==> src/rtl/pix_rs_pkg.sv <==
package pix_rs_pkg;

    localparam int WORD_W = 32;

    typedef enum logic [1:0] {
        SM_IDLE = 2'd0,
        SM_DROP = 2'd1,
        SM_RUN  = 2'd2
    } smp_state_e;

    // Sample one bit of a word at a signed index counted from the MSB.
    function automatic logic pick_bit(input logic [WORD_W-1:0] w, input logic [15:0] pos);
        if (!pos[15] && pos < 16'd32)
            pick_bit = w[5'd31 - pos[4:0]];
        else
            pick_bit = 1'b0;
    endfunction

endpackage

==> src/rtl/pix_pitch_est.sv <==
module pix_pitch_est
    import pix_rs_pkg::*;
#(
    parameter int SAMP_PER_US  = 20,
    parameter int LEN_W        = 12,
    parameter int LINE_W       = 9,
    parameter int TRIM_W       = 8,
    parameter int AVG_LINES    = 20,
    parameter int SKIP_LINES   = 4,
    parameter int LEN_LO_US    = 62,
    parameter int LEN_HI_US    = 66,
    parameter int LINE_PIXELS  = 414,
    parameter int START_PIXELS = 87,
    parameter int TRIM_FRAC    = 6,
    parameter logic [31:0] DEFAULT_INC = 32'h0003_1900
) (
    input  logic              clk,
    input  logic              rst_n,
    input  logic              frame_start,
    input  logic [TRIM_W-1:0] trim,
    input  logic              meas_valid,
    input  logic [LINE_W-1:0] meas_line,
    input  logic [LEN_W-1:0]  meas_len,
    output logic [31:0]       act_inc,
    output logic [31:0]       act_start
);
    localparam int CNT_W = $clog2(AVG_LINES + 1);
    localparam int ACC_W = LEN_W + CNT_W;
    localparam int NUM_W = ACC_W + 16;
    localparam logic [LINE_W-1:0] SKIP_V   = LINE_W'(SKIP_LINES);
    localparam logic [LEN_W-1:0]  LEN_LO_V = LEN_W'(LEN_LO_US * SAMP_PER_US);
    localparam logic [LEN_W-1:0]  LEN_HI_V = LEN_W'(LEN_HI_US * SAMP_PER_US);
    localparam logic [CNT_W-1:0]  CNT_MAX  = CNT_W'(AVG_LINES);
    localparam logic [CNT_W-1:0]  CNT_LAST = CNT_W'(AVG_LINES - 1);
    localparam logic [NUM_W-1:0]  DIV_V    = NUM_W'(AVG_LINES * LINE_PIXELS);
    localparam logic [63:0]       START_V  = 64'(START_PIXELS);
    localparam logic [31:0]       RST_START = 32'(64'(DEFAULT_INC) * START_V);

    typedef struct packed {
        logic [ACC_W-1:0] acc;
        logic [CNT_W-1:0] cnt;
        logic [31:0]      pend_inc;
        logic [31:0]      act_inc;
        logic [31:0]      act_start;
    } pitch_st_t;

    pitch_st_t st_d, st_q;
    logic             accept;
    logic [ACC_W-1:0] acc_sum;
    logic [31:0]      inc_new;
    logic [31:0]      start_new;

    always_comb begin
        st_d    = st_q;
        accept  = meas_valid && (meas_line > SKIP_V) && (meas_len > LEN_LO_V)
                  && (meas_len < LEN_HI_V) && (st_q.cnt < CNT_MAX);
        acc_sum = st_q.acc + ACC_W'(meas_len);
        inc_new = 32'({acc_sum, 16'b0} / DIV_V);
        start_new = 32'(64'(st_q.pend_inc) * START_V
                        + ((64'(st_q.pend_inc) * 64'(trim)) >> TRIM_FRAC));
        if (frame_start) begin
            st_d.act_inc   = st_q.pend_inc;
            st_d.act_start = start_new;
            st_d.acc       = '0;
            st_d.cnt       = '0;
        end else if (accept) begin
            st_d.acc = acc_sum;
            st_d.cnt = st_q.cnt + CNT_W'(1);
            if (st_q.cnt == CNT_LAST)
                st_d.pend_inc = inc_new;
        end
    end

    always_ff @(posedge clk) begin
        if (!rst_n) begin
            st_q.acc       <= '0;
            st_q.cnt       <= '0;
            st_q.pend_inc  <= DEFAULT_INC;
            st_q.act_inc   <= DEFAULT_INC;
            st_q.act_start <= RST_START;
        end else begin
            st_q <= st_d;
        end
    end

    assign act_inc   = st_q.act_inc;
    assign act_start = st_q.act_start;

    // applied values move only at a frame boundary
    p_frame_latch_r5: assert property (@(posedge clk) disable iff (!rst_n)
        !frame_start |=> ($stable(act_inc) && $stable(act_start)));

    // no more than the configured number of lines are summed
    p_count_cap_r2: assert property (@(posedge clk) disable iff (!rst_n)
        st_q.cnt <= CNT_MAX);

    // a frame boundary restarts the count
    p_count_clear_r5: assert property (@(posedge clk) disable iff (!rst_n)
        frame_start |=> (st_q.cnt == '0));

endmodule

==> src/rtl/pix_line_sampler.sv <==
module pix_line_sampler
    import pix_rs_pkg::*;
#(
    parameter int ROW_W          = 8,
    parameter int SYNC_W         = 8,
    parameter int ADDR_W         = 12,
    parameter int WORDS_PER_LINE = 10,
    parameter int DROP_WORDS     = 6
) (
    input  logic              clk,
    input  logic              rst_n,
    input  logic [31:0]       inc_in,
    input  logic [31:0]       start_in,
    input  logic              line_start,
    input  logic [ROW_W-1:0]  line_idx,
    input  logic [SYNC_W-1:0] sync_bits,
    input  logic              word_valid,
    input  logic [WORD_W-1:0] word_data,
    output logic              word_take,
    output logic              px_valid,
    output logic [ADDR_W-1:0] px_addr,
    output logic [WORD_W-1:0] px_data
);
    localparam int WC_W = $clog2(WORDS_PER_LINE);
    localparam int DC_W = (DROP_WORDS > 1) ? $clog2(DROP_WORDS) : 1;
    localparam int BC_W = $clog2(WORD_W);
    localparam logic [31:0]       STEP_V    = 32'(WORD_W) << 16;
    localparam logic [31:0]       DROP_BITS = 32'(DROP_WORDS * WORD_W);
    localparam logic [DC_W-1:0]   DROP_LAST = DC_W'(DROP_WORDS - 1);
    localparam logic [WC_W-1:0]   WORD_LAST = WC_W'(WORDS_PER_LINE - 1);
    localparam logic [BC_W-1:0]   BIT_LAST  = BC_W'(WORD_W - 1);
    localparam logic [ADDR_W-1:0] WPL_V     = ADDR_W'(WORDS_PER_LINE);

    typedef struct packed {
        smp_state_e        state;
        logic [31:0]       ptr;
        logic [31:0]       inc;
        logic [WORD_W-1:0] raw;
        logic [WORD_W-1:0] shreg;
        logic [DC_W-1:0]   dcnt;
        logic [BC_W-1:0]   bcnt;
        logic [WC_W-1:0]   wcnt;
        logic [ADDR_W-1:0] base;
        logic              pv;
        logic [ADDR_W-1:0] paddr;
        logic [WORD_W-1:0] pdata;
    } smp_st_t;

    smp_st_t st_d, st_q;
    logic              take;
    logic              need_word;
    logic              sample;
    logic [WORD_W-1:0] sh_next;

    always_comb begin
        st_d      = st_q;
        st_d.pv   = 1'b0;
        take      = 1'b0;
        need_word = $signed(st_q.ptr) > $signed(STEP_V);
        sample    = pick_bit(st_q.raw, st_q.ptr[31:16]);
        sh_next   = {st_q.shreg[WORD_W-2:0], ~sample};
        if (line_start) begin
            st_d.state = SM_DROP;
            st_d.dcnt  = '0;
            st_d.bcnt  = '0;
            st_d.wcnt  = '0;
            st_d.inc   = inc_in;
            st_d.ptr   = start_in - ((32'(sync_bits) + DROP_BITS) << 16);
            st_d.base  = ADDR_W'(line_idx) * WPL_V;
        end else begin
            case (st_q.state)
                SM_DROP: begin
                    if (word_valid) begin
                        take     = 1'b1;
                        st_d.raw = word_data;
                        if (st_q.dcnt == DROP_LAST)
                            st_d.state = SM_RUN;
                        else
                            st_d.dcnt = st_q.dcnt + DC_W'(1);
                    end
                end
                SM_RUN: begin
                    if (need_word) begin
                        if (word_valid) begin
                            take     = 1'b1;
                            st_d.raw = word_data;
                            st_d.ptr = st_q.ptr - STEP_V;
                        end
                    end else begin
                        st_d.shreg = sh_next;
                        st_d.ptr   = st_q.ptr + st_q.inc;
                        st_d.bcnt  = st_q.bcnt + BC_W'(1);
                        if (st_q.bcnt == BIT_LAST) begin
                            st_d.pv    = 1'b1;
                            st_d.pdata = sh_next;
                            st_d.paddr = st_q.base + ADDR_W'(st_q.wcnt);
                            if (st_q.wcnt == WORD_LAST)
                                st_d.state = SM_IDLE;
                            else
                                st_d.wcnt = st_q.wcnt + WC_W'(1);
                        end
                    end
                end
                default: ;
            endcase
        end
    end

    always_ff @(posedge clk) begin
        if (!rst_n) begin
            st_q       <= '0;
            st_q.state <= SM_IDLE;
        end else begin
            st_q <= st_d;
        end
    end

    assign word_take = take;
    assign px_valid  = st_q.pv;
    assign px_addr   = st_q.paddr;
    assign px_data   = st_q.pdata;

    // each pixel word is a single-cycle pulse
    p_word_pulse_r9: assert property (@(posedge clk) disable iff (!rst_n)
        px_valid |=> !px_valid);

    // a starved fetch leaves the pointer where it was
    p_stall_holds_r7: assert property (@(posedge clk) disable iff (!rst_n)
        (st_q.state == SM_RUN && need_word && !word_valid && !line_start)
        |=> $stable(st_q.ptr));

    // a line start always restarts in the lead-in phase
    p_restart_r11: assert property (@(posedge clk) disable iff (!rst_n)
        line_start |=> (st_q.state == SM_DROP && !px_valid));

    // nothing is consumed once a line is complete
    p_idle_no_take_r10: assert property (@(posedge clk) disable iff (!rst_n)
        (st_q.state == SM_IDLE) |-> !word_take);

    // the restart cycle consumes no word
    p_start_no_take_r11: assert property (@(posedge clk) disable iff (!rst_n)
        line_start |-> !word_take);

endmodule

==> src/rtl/pixel_resampler.sv <==
module pixel_resampler
    import pix_rs_pkg::*;
#(
    parameter int SAMP_PER_US    = 20,
    parameter int LEN_W          = 12,
    parameter int MEAS_LINE_W    = 9,
    parameter int ROW_W          = 8,
    parameter int SYNC_W         = 8,
    parameter int TRIM_W         = 8,
    parameter int ADDR_W         = 12,
    parameter int AVG_LINES      = 20,
    parameter int SKIP_LINES     = 4,
    parameter int LEN_LO_US      = 62,
    parameter int LEN_HI_US      = 66,
    parameter int LINE_PIXELS    = 414,
    parameter int START_PIXELS   = 87,
    parameter int DROP_US        = 10,
    parameter int WORDS_PER_LINE = 10,
    parameter logic [31:0] DEFAULT_INC = 32'h0003_1900
) (
    input  logic                   clk,
    input  logic                   rst_n,
    input  logic                   frame_start,
    input  logic [TRIM_W-1:0]      trim,
    input  logic                   meas_valid,
    input  logic [MEAS_LINE_W-1:0] meas_line,
    input  logic [LEN_W-1:0]       meas_len,
    input  logic                   line_start,
    input  logic [ROW_W-1:0]       line_idx,
    input  logic [SYNC_W-1:0]      sync_bits,
    input  logic                   word_valid,
    input  logic [31:0]            word_data,
    output logic                   word_take,
    output logic                   px_valid,
    output logic [ADDR_W-1:0]      px_addr,
    output logic [31:0]            px_data
);
    localparam int DROP_WORDS = (DROP_US * SAMP_PER_US) / WORD_W;

    logic [31:0] act_inc;
    logic [31:0] act_start;

    pix_pitch_est #(
        .SAMP_PER_US (SAMP_PER_US),
        .LEN_W       (LEN_W),
        .LINE_W      (MEAS_LINE_W),
        .TRIM_W      (TRIM_W),
        .AVG_LINES   (AVG_LINES),
        .SKIP_LINES  (SKIP_LINES),
        .LEN_LO_US   (LEN_LO_US),
        .LEN_HI_US   (LEN_HI_US),
        .LINE_PIXELS (LINE_PIXELS),
        .START_PIXELS(START_PIXELS),
        .TRIM_FRAC   (6),
        .DEFAULT_INC (DEFAULT_INC)
    ) u_pitch (
        .clk        (clk),
        .rst_n      (rst_n),
        .frame_start(frame_start),
        .trim       (trim),
        .meas_valid (meas_valid),
        .meas_line  (meas_line),
        .meas_len   (meas_len),
        .act_inc    (act_inc),
        .act_start  (act_start)
    );

    pix_line_sampler #(
        .ROW_W         (ROW_W),
        .SYNC_W        (SYNC_W),
        .ADDR_W        (ADDR_W),
        .WORDS_PER_LINE(WORDS_PER_LINE),
        .DROP_WORDS    (DROP_WORDS)
    ) u_sampler (
        .clk       (clk),
        .rst_n     (rst_n),
        .inc_in    (act_inc),
        .start_in  (act_start),
        .line_start(line_start),
        .line_idx  (line_idx),
        .sync_bits (sync_bits),
        .word_valid(word_valid),
        .word_data (word_data),
        .word_take (word_take),
        .px_valid  (px_valid),
        .px_addr   (px_addr),
        .px_data   (px_data)
    );

endmodule

==> config.mk <==
export PLATFORM = sky130hd
export DESIGN_NAME = pixel_resampler
export DESIGN_NICKNAME = d
export VERILOG_FILES = /design/src/rtl/pix_rs_pkg.sv /design/src/rtl/pix_pitch_est.sv /design/src/rtl/pix_line_sampler.sv /design/src/rtl/pixel_resampler.sv
export SDC_FILE = /design/constraint.sdc
export NUM_CORES = 1
export LEC_CHECK = 0
export BUFFER_PORTS_ARGS = -buffer_cell sky130_fd_sc_hd__buf_2
export CELL_PAD_IN_SITES_DETAIL_PLACEMENT = 0
export CELL_PAD_IN_SITES_GLOBAL_PLACEMENT = 2
export CORE_MARGIN = 2
export CORE_UTILIZATION = 39
export DETAILED_ROUTE_END_ITERATION = 6
export GPL_ROUTABILITY_DRIVEN = 0
export GPL_TIMING_DRIVEN = 0
export PLACE_DENSITY = 0.9
export SYNTH_ARGS = -nofsm -noshare
export SYNTH_HDL_FRONTEND = slang
export SYNTH_SLANG_ARGS = --single-unit
==> constraint.sdc <==
create_clock -name clk -period 42.2 [get_ports clk]
set_input_delay 8.44 -clock clk [delete_from_list [all_inputs] [get_ports clk]]
set_output_delay 8.44 -clock clk [all_outputs]
set_load 0.01 [all_outputs]
==> impl_summary.txt, run 1 <==
----------------------------------------------------
[Status]
  Result of the run ... finished, final reports clean

[Die]
  Die span in x ... 299.1 um
  Core Area ... 86480 sq um
  Num ports ... 129
  Effective utilization at floorplan ... 0.3927
  Die area ... 89450 sq um
  Die height ... 299.1 um
  Core Rows ... 108

[Layout]
  Final design utilization ... 0.4281
  Relative area change from synthesis to final layout ... 9.020%
  # nets final ... 4833
  Ratio of cells with drive above 1 in the final layout ... 0.1269

[Global route]
  All-layer global routing usage ... 0.2142
  Global-route wire length before repair ... 159800 um
  Overflow left after global routing ... 0
  Largest net degree at the start of global routing ... 17
  Number of global-route vias before repair ... 29240
  Initial antenna violation count ... 0

[Detailed routing]
  Starting DRC count in detailed routing ... 1959
  Detailed-route DRC error count ... 0
  Mean routed wirelength per cell ... 17.71 um
  Routed Wire Length ... 97880 um
  Total via count after detailed routing ... 30610
  Number of detailed-routing iterations run before antenna repair ... 5
  Number of nets with antenna violations after detailed routing ... 0
  Via-per-instance ratio ... 5.538

[Placed design]
  PortBufs ... 118
  Worst slack at placement ... 1.622 ns
  Estimated wirelength of the detail-placed design ... 78020 um

[Clock tree]
  Max clock buf depth ... 3
  Clock latency on the worst-skew pair ... 0.59 ns
  Clock Sink Count ... 275
  Clock buffers created by TritonCTS ... 30
  Worst-path clk slew ... 0.07 ns
  Root buffer selected by CTS ... clkbuf_16
  Hold bufs inserted after CTS ... 0
  TritonCTS clock tree ... yes
  Total number of H-tree levels ... 1

[Worst setup path]
  Largest stage delay on the critical path ... 0.59 ns
  RR Startpoint ... u_pitch.st_q[101]
  Class of the most critical setup path ... in2reg
  Slack of the worst reg-to-reg path ... 10.14 ns
  CP endpoint ... u_pitch.st_q[64]
  Reg-to-reg critical path endpoint ... u_pitch.st_q[64]
  Critical Path AT ... 40.16 ns
  Most repeated library cell on the critical path ... ha_1
  R2R cell count ... 129
  Startpoint of the worst setup timing path ... meas_len[0]
  Startpoint Class ... primary input
  Master of the slowest instance on the critical path ... clkdlybuf4s50_2
  Required time at the endpoint of the critical path ... 42.61 ns
  Highest fanout seen on the critical path ... 10
  Worst Setup End Kind ... flop

[Synth]
  Number of enable flip-flop cells after synthesis ... 0
  Yosys warning total ... 0
  Mean instance size in the synthesized netlist ... 8.085 sq um
  Net count after synthesis ... 4683
  Portion of the post-synthesis area used by sequential elements ... 0.1621
  Most common cell in the netlist ... nand2_1
  Most frequent cells after synthesis ... nand2_1, nor2_1, inv_1
  Synth unique cells ... 165
  Gate count of the mapped netlist ... 4200
  Synthesized flop and latch total ... 275
  Area share of the largest cell type after synthesis ... 0.1621
  Most used flip-flop cell after synthesis ... dfxtp_1
  Largest cells by area after synthesis ... dfxtp_1, fa_1, ha_1
  Post-synthesis cell type with the largest combined area ... dfxtp_1
  Summed instance area of the synthesized netlist ... 33960 sq um
  Share of flip-flops with an asynchronous set or reset after synthesis ... 0

[Timing]
  Final critical path time including I/O delays and setup ... 39.76 ns
  Final count of pins violating max slew ... 0
  Least setup slack across all paths after layout ... 2.443 ns
  Unrepaired setup endpoints after global routing ... no
  Top achievable clock speed ... 25.15 MHz
  Smallest hold slack ... 0.4634 ns
  Final-layout setup total negative slack ... 0 ns
  Transition at the pin with the smallest max-transition slack ... 1.096 ns
  Worst clock skew ... 0.01696 ns
  Final period util ... 0.9421
  Total setup violations reported at the end of the flow ... 0
  Number of hold violations in the final report ... 0
  Max-Slew Margin vs Limit ... 0.2507

[Power and ir drop]
  Power per unit of standard cell area ... 89.27 nW/um^2
  Internal power of the cells ... 0.001486 W
  Power, Total ... 0.003305 W
  Leakage dissipation ... 15.50 nW
  Fraction of power consumed by combinational cells ... 0.833
  Clock share of power ... 0.081
  Sw Pwr ... 0.001819 W
  Switching share of power ... 0.5503
  Sequential share of power ... 0.085
  Worst VDD drop ... 115.4 uV

[Run]
  Max Cap Violations ... 0

[Worst hold path]
  Path category of the worst min-delay check ... reg2reg

----------------------------------------------------
[area by class of cell]
class	count	area, sq um
multi-input combinational	3355	25810
clock buffer	41	832.0
sequential	275	5505
buffer	260	1506
tap	1155	1445
inverter	310	1169
timing repair buffer	118	590.6
clock inverter	13	162.7
fill	8963	49460
antenna	1	2.502
[metrics by stage]
step / cell area [sq um] / std cells
5_1_grt: 37020 / 5527
4_1_cts: 36990 / 5527
2_1_floorplan: 33960 / 4200
3_5_place_dp: 35990 / 5473
3_3_place_gp: 35990 / 5473
6_report: 37020 / 5528
[cell usage in the layout (no fill, tap or decap), types with 110 or more instances in the layout]
master    instances
a21boi_0        110
xnor2_1         143
a21oi_1         205
nor2_1          318
o21ai_0         120
buf_2           136
ha_1            214
fa_1            186
nand2_1         540
clkbuf_1        127
dfxtp_1         275
inv_1           298
[worst min-delay path by stage]
stage                        startpoint             endpoint  slack [ns]  cells past startpoint
floorplan           u_sampler.st_q[126]  u_sampler.st_q[126]        0.44                      2
detailed placement   u_sampler.st_q[65]   u_sampler.st_q[65]        0.45                      2
global placement     u_sampler.st_q[65]   u_sampler.st_q[65]        0.45                      2
global route        u_sampler.st_q[118]  u_sampler.st_q[118]        0.48                      2
finish              u_sampler.st_q[117]  u_sampler.st_q[117]        0.46                      2
CTS                  u_sampler.st_q[65]   u_sampler.st_q[65]        0.46                      2
[routing by layer]
layer | wire (um) | up-vias | track usage
met1 | 48120 | 14850 | 0.3114
met5 | 0 | - | 0
met4 | 1452 | 0 | 0.03321
met2 | 45380 | 538 | 0.3563
met3 | 2924 | 90 | 0.01102
li1 | - | 15140 | -
[repair_timing]
action / in CTS / in global routing
endpoints found under the setup margin: 0 / 2
setup buffers: 0 / 0
gates resized for setup: 0 / 7
[power groups by stage]
stage          Clock [W]  Sequential [W]  Combinational [W]
5_1_grt         0.000285        0.000283            0.00304
2_1_floorplan          0        0.000284            0.00220
6_report        0.000269        0.000282            0.00275
4_1_cts         0.000275        0.000282            0.00274
3_5_place_dp           0        0.000288            0.00273
3_3_place_gp           0        0.000288            0.00271
[flip-flops by register name (all words and copies together) (netlist names)]
| name | cells |
|---|---|
| u_sampler.px_data | 32 |
| u_sampler.sh_next | 31 |
| u_pitch.act_inc | 20 |
| u_pitch.act_start | 28 |
| u_sampler.st_q | 109 |
| u_pitch.st_q | 42 |
| u_sampler.px_valid | 1 |
| u_sampler.px_addr | 12 |
[worst max-delay path, delay by kind of cell]
family	cells	cell delay, ns
AOI/OAI and AO/OA	37	10.15
xor gates and xnor gates	12	2.29
adders and majority gates	15	3.95
buffers and inverters	30	5.67
muxes	6	2.01
and+or+nand+nor	30	7.52
[logic make-up after synthesis]
logic type,count (synthesis),synth area share
AOI/OAI and AO/OA,1079,0.2401
xor gates and xnor gates,222,0.06054
adders and majority gates,402,0.1891
buffers and inverters,570,0.07874
DFF,275,0.1621
muxes,150,0.05070
and+or+nand+nor,1502,0.2187
(Power assumes the default switching activity.)
==> run 2, diff against run 1 <==
--- a/config.mk
+++ b/config.mk
@@ -5,7 +5,7 @@
 export SDC_FILE = /design/constraint.sdc
 export NUM_CORES = 1
 export LEC_CHECK = 0
-export BUFFER_PORTS_ARGS = -buffer_cell sky130_fd_sc_hd__buf_2
+export BUFFER_PORTS_ARGS = -buffer_cell sky130_fd_sc_hd__buf_4
 export CELL_PAD_IN_SITES_DETAIL_PLACEMENT = 0
 export CELL_PAD_IN_SITES_GLOBAL_PLACEMENT = 2
 export CORE_MARGIN = 2
@@ -13,7 +13,7 @@
 export DETAILED_ROUTE_END_ITERATION = 6
 export GPL_ROUTABILITY_DRIVEN = 0
 export GPL_TIMING_DRIVEN = 0
-export PLACE_DENSITY = 0.9
+export PLACE_DENSITY = 0.92
 export SYNTH_ARGS = -nofsm -noshare
 export SYNTH_HDL_FRONTEND = slang
 export SYNTH_SLANG_ARGS = --single-unit
==> run 2 against run 1 <==
Clock-buffer cell count fell by 2. Non-clock buffer count is the same. Largest power group unchanged. Design area increased by 0.64%. Largest cell class unchanged. Hold slack improved by 0.00055 ns. Utilization grew 0.27 points. Sequential cell count is the same. Register-to-register slack improved by 0.05 ns. Setup slack improved by 0.040 ns. Wire length is 0.67% lower. Fmax grew 0.10%.
==> impl_summary.txt, run 2 (synthesized netlist as in run 1, its figures left out) <==
----------------------------------------------------
[Timing]
  Final-layout setup total negative slack ... 0 ns (unchanged)
  Number of hold violations in the final report ... 0 (unchanged)
  Smallest hold slack ... 0.4640 ns (+0.0005530 ns)
  Top achievable clock speed ... 25.18 MHz (+0.10%)
  Total setup violations reported at the end of the flow ... 0 (unchanged)
  Transition at the pin with the smallest max-transition slack ... 1.280 ns (+0.1844 ns)
  Unrepaired setup endpoints after global routing ... no
  Final count of pins violating max slew ... 0 (unchanged)
  Worst clock skew ... 0.008398 ns (-0.008558 ns)
  Final period util ... 0.9412 (-0.0009519)
  Final critical path time including I/O delays and setup ... 39.72 ns (-0.04017 ns)
  Max-Slew Margin vs Limit ... 0.1246 (-0.1261)

[Layout]
  Non-filler instance count after layout ... 5529 (+0.018%)
  # nets final ... 4833 (unchanged)
  Relative area change from synthesis to final layout ... 9.712%
  Highest-count cells in the layout ignoring fill and taps ... nand2_1, nor2_1, inv_1, dfxtp_1, ha_1
  Largest register by flop count ... u_sampler.st_q
  Most common cell after layout, fill and taps aside ... nand2_1
  Flip-flop count of the largest register after layout ... 109 (unchanged)
  Ratio of cells with drive above 1 in the final layout ... 0.1280 (+0.001085)
  Antenna diode count ... 0 (-1)

[Global route]
  Number of global-route vias before repair ... 29120 (-0.40%)
  All-layer global routing usage ... 0.2113 (-0.002867)
  Overflow left after global routing ... 0 (unchanged)
  Initial antenna violation count ... 3 (+3)
  Global-route wire length before repair ... 157100 um (-1.7%)
  Largest net degree at the start of global routing ... 16 (-1)

[Worst setup path]
  Crit path buf inv count ... 29 (-3.3%)
  Highest fanout seen on the critical path ... 10 (unchanged)
  Reg-to-reg critical path endpoint ... u_pitch.st_q[64]
  Largest stage delay on the critical path ... 0.64 ns (+0.05 ns)
  R2R cell count ... 128 (-0.78%)
  Class of the most critical setup path ... in2reg
  Most repeated library cell on the critical path ... ha_1
  RR Startpoint ... u_pitch.st_q[101]
  Dominant delay contributor by cell family on the critical path ... compound AO/OA/AOI/OAI gates
  Worst Setup End Kind ... flop
  Master of the slowest instance on the critical path ... a2111oi_0
  Critical Path AT ... 40.10 ns (-0.06 ns)
  Startpoint Class ... primary input
  Slack of the worst reg-to-reg path ... 10.19 ns (+0.05 ns)
  Required time at the endpoint of the critical path ... 42.58 ns (-0.03 ns)

[Clock tree]
  Clock latency on the worst-skew pair ... 0.58 ns (about the same)
  TritonCTS clock tree ... yes
  Clock Sink Count ... 275 (unchanged)
  Total number of H-tree levels ... 1 (unchanged)
  Root buffer selected by CTS ... clkbuf_16
  Max clock buf depth ... 3 (unchanged)
  Worst-path clk slew ... 0.07 ns (about the same)
  Hold bufs inserted after CTS ... 0 (unchanged)
  Clock buffers created by TritonCTS ... 30 (unchanged)

[Worst hold path]
  Worst hold endpoint ... u_sampler.px_data[17]
  Number of cells on the worst hold path ... 2 (unchanged)
  Path category of the worst min-delay check ... reg2reg
  Min-delay src ... u_sampler.px_data[17]

[Die]
  Die span in x ... 299.1 um (unchanged)
  Effective utilization at floorplan ... 0.3927 (unchanged)
  Num ports ... 129 (unchanged)
  Core Area ... 86480 sq um (unchanged)
  Die area ... 89450 sq um (unchanged)
  Die height ... 299.1 um (unchanged)
  Core Rows ... 108 (unchanged)

[Status]
  Result of the run ... finished, final reports clean

[Power and ir drop]
  Power per unit of standard cell area ... 88.16 nW/um^2 (-1.3%)
  Leakage dissipation ... 15.54 nW (+0.26%)
  Worst VDD drop ... 103.0 uV (-11%)

[Detailed routing]
  Mean routed wirelength per cell ... 17.58 um (-0.69%)
  Via-per-instance ratio ... 5.539 (about the same)
  Number of detailed-routing iterations run before antenna repair ... 6 (+1)
  Number of nets with antenna violations after detailed routing ... 0 (unchanged)
  Starting DRC count in detailed routing ... 1938 (-1.1%)
  Routed Wire Length ... 97220 um (-0.67%)
  Total via count after detailed routing ... 30630 (+0.046%)
  Detailed-route DRC error count ... 0 (unchanged)

[Placed design]
  PortBufs ... 118 (unchanged)
  Instance count after placement with tap cells included ... 5473 (unchanged)
  Estimated wirelength of the detail-placed design ... 77410 um (-0.79%)

[Run]
  Max Cap Violations ... 0 (unchanged)

----------------------------------------------------
[run 2: cell count changes in the layout (fill, tap and decap cells not counted), sizes merged]
cell      before  now
diode          1    0
clkinv         7   15
bufinv         2    0
clkinvlp       3    4
clkbuf       164  162
inv          311  308
[run 2: worst max path at each step]
| stage | startpoint | endpoint | slack, ns | cells after the start |
|---|---|---|---|---|
| 3_5_place_dp | meas_len[0] | u_pitch.st_q[64] | 1.65 | 128 |
| 2_1_floorplan | meas_len[0] | u_pitch.st_q[64] | 7.36 | 128 |
| 3_3_place_gp | meas_len[0] | u_pitch.st_q[64] | 1.76 | 129 |
| 6_report | meas_len[0] | u_pitch.st_q[64] | 2.48 | 129 |
| 4_1_cts | meas_len[0] | u_pitch.st_q[64] | 2.14 | 128 |
| 5_1_grt | meas_len[0] | u_pitch.st_q[64] | 0.07 | 129 |
[run 2: per-layer routing]
metal	global-route usage	part of all wire	up-vias	routed length, um
li1	-	-	15170	-
met3	0.01290	0.035	104	3388
met1	0.3037	0.48	14760	46910
met5	0	0.00013	-	13
met2	0.3517	0.46	591	44990
met4	0.03845	0.020	2	1910
[run 2: final cells by class]
type / count / area (sq um)
fill: 8948 / 49230
multi-input combinational: 3355 / 25800
sequential: 275 / 5505
buffer: 260 / 1506
tap: 1155 / 1445
inverter: 310 / 1169
timing repair buffer: 118 / 885.9
clock buffer: 39 / 824.5
clock inverter: 17 / 117.6
[run 2: worst reg2reg max path, delay by kind of cell (launching register included)]
family	cells	cell delay, ns
buffers and inverters	28	5.37
muxes	3	0.94
and+or+nand+nor	31	7.70
adders and majority gates	15	4.00
AOI/OAI and AO/OA	38	11.01
xor gates and xnor gates	13	2.51
DFF	1	0.31
[run 2: stage by stage]
step	util	cell area (sq um)	setup WS (ns)	total power, W
floorplan	-	33960	7.363	0.002482
global placement	0.4196	36290	1.762	0.002993
detailed placement	0.4196	36290	1.653	0.003008
CTS	0.4305	37230	2.140	0.003277
global route	0.4308	37260	0.07412	0.003594
finish	0.4308	37260	2.483	0.003284
[run 2: report_power, final]
part	total (W)	internal, W	switching [W]
sequential	0.000282	0.000272	0.0000104
combinational	0.00275	0.00106	0.00168
clock	0.000255	0.000139	0.000116
total	0.00328	0.00148	0.00181
[run 2: repair_timing]
action | CTS | global route
setup buffers | 0 | 0
endpoints found under the setup margin | 0 | 2
gates resized for setup | 0 | 7
